File: config.mk
export PLATFORM = sky130hd
export DESIGN_NAME = smi_dispatch
export DESIGN_NICKNAME = d
export VERILOG_FILES = /design/src/rtl/smi_dispatch.sv
export SDC_FILE = /design/constraint.sdc
export NUM_CORES = 1
export LEC_CHECK = 0
export BUFFER_PORTS_ARGS = -buffer_cell sky130_fd_sc_hd__buf_2
export CAP_MARGIN = 25
export CORE_MARGIN = 10
export CORE_UTILIZATION = 40
export CTS_BUF_LIST = sky130_fd_sc_hd__clkbuf_4
export CTS_CLUSTER_DIAMETER = 80
export DETAILED_ROUTE_END_ITERATION = 7
export PLACE_DENSITY = 0.56
export SYNTH_ARGS = -nofsm -noshare
export SYNTH_HDL_FRONTEND = slang
export SYNTH_SLANG_ARGS = --single-unit
export TNS_END_PERCENT = 30
File: constraint.sdc
create_clock -name clk -period 2.3 [get_ports clk]
set_input_delay 0 -clock clk [delete_from_list [all_inputs] [get_ports clk]]
set_output_delay 0 -clock clk [all_outputs]
set_load 0.1 [all_outputs]
File: src/rtl/smi_dispatch.sv
module smi_dispatch #(
  parameter int          NUM_CPU       = 4,
  parameter logic [7:0]  ACPI_ON_CODE  = 8'hE1,
  parameter logic [7:0]  ACPI_OFF_CODE = 8'h1E,
  parameter logic [63:0] HOST_FEAT     = 64'h1,
  parameter int          BCAST_BIT     = 0,
  parameter int          APM_EN_BIT    = 5,
  localparam int         CPU_IDW       = (NUM_CPU > 1) ? $clog2(NUM_CPU) : 1
) (
  input  logic               clk,
  input  logic               rst_n,
  input  logic               cmd_wr,
  input  logic [7:0]         cmd_data,
  input  logic [CPU_IDW-1:0] cmd_cpu,
  input  logic               reg_wr,
  input  logic [4:0]         reg_addr,
  input  logic [7:0]         reg_wdata,
  output logic [7:0]         reg_rdata,
  output logic [NUM_CPU-1:0] smi_req,
  output logic               acpi_on,
  output logic               acpi_off
);
  localparam logic [4:0] A_OK   = 5'h10;
  localparam logic [4:0] A_EN   = 5'h11;
  localparam logic [4:0] A_LOCK = 5'h12;

  logic [63:0] req_q, nego_q;
  logic        ok_q, lock_q;
  logic [7:0]  en_q;

  wire [5:0] bsel       = {reg_addr[2:0], 3'b000};
  wire       is_acpi    = (cmd_data == ACPI_ON_CODE) || (cmd_data == ACPI_OFF_CODE);
  wire       fire       = cmd_wr && !is_acpi && en_q[APM_EN_BIT];
  wire       subset     = (req_q & ~HOST_FEAT) == 64'h0;
  wire [NUM_CPU-1:0] one_cpu = NUM_CPU'(1) << cmd_cpu;

  always_ff @(posedge clk) begin
    if (!rst_n) begin
      req_q    <= '0;
      nego_q   <= '0;
      ok_q     <= 1'b0;
      lock_q   <= 1'b0;
      en_q     <= '0;
      smi_req  <= '0;
      acpi_on  <= 1'b0;
      acpi_off <= 1'b0;
    end else begin
      acpi_on  <= cmd_wr && (cmd_data == ACPI_ON_CODE);
      acpi_off <= cmd_wr && (cmd_data == ACPI_OFF_CODE);
      smi_req  <= fire ? (nego_q[BCAST_BIT] ? {NUM_CPU{1'b1}} : one_cpu) : '0;
      if (reg_wr) begin
        if (reg_addr[4:3] == 2'b01)
          req_q[bsel +: 8] <= reg_wdata;
        if (reg_addr == A_OK && !ok_q && subset) begin
          nego_q <= req_q;
          ok_q   <= 1'b1;
        end
        if (reg_addr == A_EN)
          en_q <= lock_q ? {reg_wdata[7:1], en_q[0]} : reg_wdata;
        if (reg_addr == A_LOCK && !lock_q)
          lock_q <= reg_wdata[0];
      end
    end
  end

  always_comb begin
    reg_rdata = 8'h00;
    case (reg_addr[4:3])
      2'b00: reg_rdata = HOST_FEAT[bsel +: 8];
      2'b01: reg_rdata = req_q[bsel +: 8];
      2'b11: reg_rdata = nego_q[bsel +: 8];
      default: begin
        if (reg_addr == A_OK)   reg_rdata = {7'b0, ok_q};
        if (reg_addr == A_EN)   reg_rdata = en_q;
        if (reg_addr == A_LOCK) reg_rdata = {7'b0, lock_q};
      end
    endcase
  end

  // ACPI codes never raise an SMI
  a_r1_acpi_on_no_smi: assert property (@(posedge clk) disable iff (!rst_n)
    cmd_wr && cmd_data == ACPI_ON_CODE |=> acpi_on && smi_req == '0);
  a_r2_acpi_off_no_smi: assert property (@(posedge clk) disable iff (!rst_n)
    cmd_wr && cmd_data == ACPI_OFF_CODE |=> acpi_off && smi_req == '0);
  // gated by command-port enable
  a_r3_gate: assert property (@(posedge clk) disable iff (!rst_n)
    cmd_wr && !en_q[APM_EN_BIT] |=> smi_req == '0);
  // single-CPU delivery without broadcast
  a_r4_single: assert property (@(posedge clk) disable iff (!rst_n)
    fire && !nego_q[BCAST_BIT] |=> $countones(smi_req) == 1);
  a_r4_pulse: assert property (@(posedge clk) disable iff (!rst_n)
    !cmd_wr |=> smi_req == '0 && !acpi_on && !acpi_off);
  // negotiation is one-shot
  a_r7_ok_sticky: assert property (@(posedge clk) disable iff (!rst_n)
    ok_q |=> ok_q && $stable(nego_q));
  // lock freezes itself and global enable
  a_r9_lock_sticky: assert property (@(posedge clk) disable iff (!rst_n)
    lock_q |=> lock_q && $stable(en_q[0]));
endmodule

==> impl_metrics.py <==
metrics = {
    "status": {
        "result_of_the_run": "finished, final reports clean",
    },
    "power_and_ir_drop": {
        "p_switching_mw": 1.302,
        "power.leakage_nw": 3.181,
        "vdd_ir_drop_max_mv": 0.3650,
        "power.density_mw_per_mm2": 606.2,
        "p_int_mw": 3.344,
        "power_frac_seq_pct": 53.8,
        "part_of_the_power_in_the_clock_network_pct": 35.2,
        "combPwrFrac_pct": 11.0,
        "power_switching_share_pct": 28.02,
    },
    "worst_setup_path": {
        "endpoint_kind_of_the_worst_setup_timing_path": "primary output",
        "max_stage_delay_ns": 0.37,
        "timing.critical_path.arrival_ns": 2.20,
        "startpoint_type": "flip-flop",
        "crit_slowest_cell": "sky130_fd_sc_hd__dfxtp_1",
        "crit_required_ns": 2.30,
        "timing.critical_path.cells": "mux2i_2 > o22ai_1 > nor2_1 > nor4_2 > buf_4 > a211o_1 > buf_12",
        "r2r_setup_slack_ns": 0.25,
        "setup.worst_path.class": "reg2out",
        "path_max_fanout": 3,
    },
    "grt": {
        "globalRoute.totalOverflow": 0,
        "grt_first_pass_wirelength_mm": 31.24,
        "grt_max_degree": 38,
        "grt_pass1_vias": 5277,
        "grt_antenna_before_repair": 1,
        "global_route.usage.total_pct": 18.68,
    },
    "placement": {
        "gpl_wtd_cong": 0.9093,
        "detailedPlacementHpwl_mm": 14.60,
        "io_buffers": 40,
    },
    "timing": {
        "hold_ws_ns": 0.05748,
        "hold_viol": 0,
        "period_minus_slack_ns": 2.201,
        "maxSlewHeadroom_pct": 57.31,
        "setup_skew_after_layout_ns": 0.02524,
        "max_freq_ghz": 0.4543,
        "worst_slew_pin_slew_ns": 0.6384,
        "grt_setup_unrepaired": "false",
        "post-route-period-util_pct": 95.71,
        "slew_viol_final": 0,
        "fin_setup_tns_ns": 0,
        "timing.final.setup_violations": 0,
    },
    "cts": {
        "clock_tree.root_cell": "sky130_fd_sc_hd__clkbuf_4",
        "post_cts_setup_buffers": 0,
        "clock_tree.htree_level_count": 4,
        "cts_inserted_buffers": 17,
        "worst_skew_late_latency_ns": 0.58,
        "tritoncts_clock_tree": "yes",
        "clk_pin_slew_ns": 0.14,
        "cts_num_sinks": 144,
        "longest_clk_path_bufs": 2,
    },
    "die": {
        "initial_core_utilization_pct": 40.87,
        "design.die.area_mm2": 0.02173,
        "die_w_um": 147.4,
        "row_count": 46,
        "core-area_mm2": 0.01589,
        "io_pins": 41,
        "die_y_um": 147.4,
    },
    "synthesis": {
        "synth-compound-area-share_pct": 9.250,
        "ys_seq_area_share_pct": 44.40,
        "synth-adder-area-share_pct": 1.156,
        "synth-warning-count": 0,
        "yosys-top-cells-area": "sky130_fd_sc_hd__dfxtp_1 44%, sky130_fd_sc_hd__and2_1 7.5%, sky130_fd_sc_hd__mux2i_1 7.4%",
        "post_synth.cell_area_avg_um2": 9.478,
        "synth_enable_flop_cells": 0,
        "yosys.area_share.simple_pct": 26.23,
        "synth_top_family_by_area": "simple AND/OR/NAND/NOR gates",
        "synth_flop_cell": "sky130_fd_sc_hd__dfxtp_1",
        "synthArstFlopShare_pct": 0,
        "synthXorXnorAreaFrac_pct": 0,
        "area_of_the_mapped_netlist_mm2": 0.006492,
        "synth_largest_type_area_fraction_pct": 44.40,
        "synth-seq-cells": 144,
        "synth_nets": 718,
        "synthDistinctLibCells": 55,
        "synth.mux.area_fraction_pct": 14.51,
        "syn_inst": 685,
        "synth_top_area_cell": "sky130_fd_sc_hd__dfxtp_1",
    },
    "routing": {
        "avgViaCountPerCell": 5.384,
        "dr.first_iter.drc_count": 435,
        "finalWirelength_mm": 20.26,
        "drt-pass1-iter-count": 5,
        "antenna_left": 0,
        "wire_per_inst_um": 20.50,
        "drcViolationCount": 0,
        "via_count": 5319,
    },
    "cells_and_area": {
        "layout-drive-gt1-share_pct": 23.25,
        "layout-area-overhead-vs-synth_pct": 18.04,
        "nets": 790,
    },
    "job": {
        "max_cap_viol_count": 0,
    },
    "min_path": {
        "min_path_type": "in2reg",
    },
}
worst paths after layout:
| kind | startpoint | end | depth (start not counted) |
|---|---|---|---|
| setup / recovery | req_q[28] | reg_rdata[4] | 7 |
| hold / removal | reg_addr[0] | req_q[40] | 6 |
| setup reg to reg | req_q[57] | nego_q[60] | 6 |
| hold reg to reg | nego_q[50] | nego_q[50] | 1 |
area by class of cell:
cell class              count  area (um2)
clock inverters            13       141.4
inverters                   9       33.78
well taps                 216       270.3
clock buffers              19       142.6
fillers                  1553        8222
flip-flops and latches    144        2894
repair buffers             94       784.5
diodes                      2       5.005
multi-input cells         491        3392
cells in the mapped netlist (6+ instances only):
| library cell | number |
|---|---|
| sky130_fd_sc_hd__a21oi_1 | 56 |
| sky130_fd_sc_hd__nand3_2 | 7 |
| sky130_fd_sc_hd__mux2i_1 | 48 |
| sky130_fd_sc_hd__mux2_2 | 13 |
| sky130_fd_sc_hd__or2_2 | 12 |
| sky130_fd_sc_hd__mux4_2 | 14 |
| sky130_fd_sc_hd__ha_1 | 6 |
| sky130_fd_sc_hd__o21ai_0 | 20 |
| sky130_fd_sc_hd__dfxtp_1 | 144 |
| sky130_fd_sc_hd__nor2_1 | 48 |
| sky130_fd_sc_hd__buf_2 | 15 |
| sky130_fd_sc_hd__a211o_1 | 6 |
| sky130_fd_sc_hd__nand4_1 | 7 |
| sky130_fd_sc_hd__and3_1 | 10 |
| sky130_fd_sc_hd__nor4_1 | 20 |
| sky130_fd_sc_hd__o22ai_1 | 8 |
| sky130_fd_sc_hd__buf_6 | 9 |
| sky130_fd_sc_hd__clkbuf_1 | 12 |
| sky130_fd_sc_hd__and2_1 | 78 |
| sky130_fd_sc_hd__inv_1 | 7 |
| sky130_fd_sc_hd__nand2_1 | 81 |
| sky130_fd_sc_hd__nand3_1 | 11 |
flip-flops by register name, summed over array words and instances, names as in the netlist:
register	flops
ok_q	1
lock_q	1
smi_req	4
req_q	64
acpi_on	1
acpi_off	1
en_q	8
nego_q	64
repair_timing:
item	in CTS	in global routing
gates resized for setup	4	15
setup endpoints to repair	1	31
hold buffers	22	0
endpoints found under the hold margin	75	0
pin swaps	0	1
cells in the final DEF, fill, tap and decap left out, types with 8 or more instances in the layout:
cell                            count
sky130_fd_sc_hd__buf_12             8
sky130_fd_sc_hd__nand2_1           81
sky130_fd_sc_hd__mux2i_1           47
sky130_fd_sc_hd__or2_2             12
sky130_fd_sc_hd__a21oi_1           56
sky130_fd_sc_hd__nand3_1           11
sky130_fd_sc_hd__clkbuf_4          19
sky130_fd_sc_hd__mux4_2            14
sky130_fd_sc_hd__dfxtp_1          137
sky130_fd_sc_hd__o21ai_0           20
sky130_fd_sc_hd__mux2_2            13
sky130_fd_sc_hd__o22ai_1            8
sky130_fd_sc_hd__buf_2             32
sky130_fd_sc_hd__and3_1            10
sky130_fd_sc_hd__and2_1            78
sky130_fd_sc_hd__nor2_1            48
sky130_fd_sc_hd__buf_4             31
sky130_fd_sc_hd__dlygate4sd3_1     22
sky130_fd_sc_hd__nor4_1            16
critical path, delay by kind of cell, from the launching register on:
family / cells / cell delay, ns
AO/OA/AOI/OAI: 2 / 0.40
flip-flops: 1 / 0.37
buffers and inverters: 2 / 0.34
AND/OR/NAND/NOR: 2 / 0.27
multiplexers: 1 / 0.23
cells by family (layout without fill, tap and decap cells):
family / count (synthesis) / after routing
adders and majority gates: 6 / 6
AOI/OAI and AO/OA: 103 / 103
muxes: 75 / 75
other: 0 / 2
buffers and inverters: 50 / 135
and+or+nand+nor: 307 / 307
DFF: 144 / 144
routing by layer:
layer	up-vias	wire length [um]	track usage (%)
li1	2560	-	-
met1	2550	9314	25.19
met2	170	9109	28.16
met3	39	1222	4.426
met4	0	612	7.433
met5	-	0	0
metrics by stage:
step	power (mW)	setup WS, ns	utilization, %	cells	instance area, um2
floorplan	2.846	0.2304	-	685	6511
global placement	3.026	0.2712	44.60	932	7084
detailed placement	3.028	0.2476	44.60	932	7084
CTS	4.660	0.01289	47.85	986	7601
global route	4.807	0.0007281	48.23	987	7661
finish	4.646	0.09859	48.24	988	7664
power by group through the flow:
stage	clock, mW	sequential (mW)	combinational, mW
final	1.63	2.50	0.511
after global routing	1.77	2.50	0.540
after CTS	1.66	2.50	0.499
after detailed placement	0	2.56	0.472
after global placement	0	2.56	0.469
after floorplan	0	2.56	0.290
(Power assumes the default switching activity.)
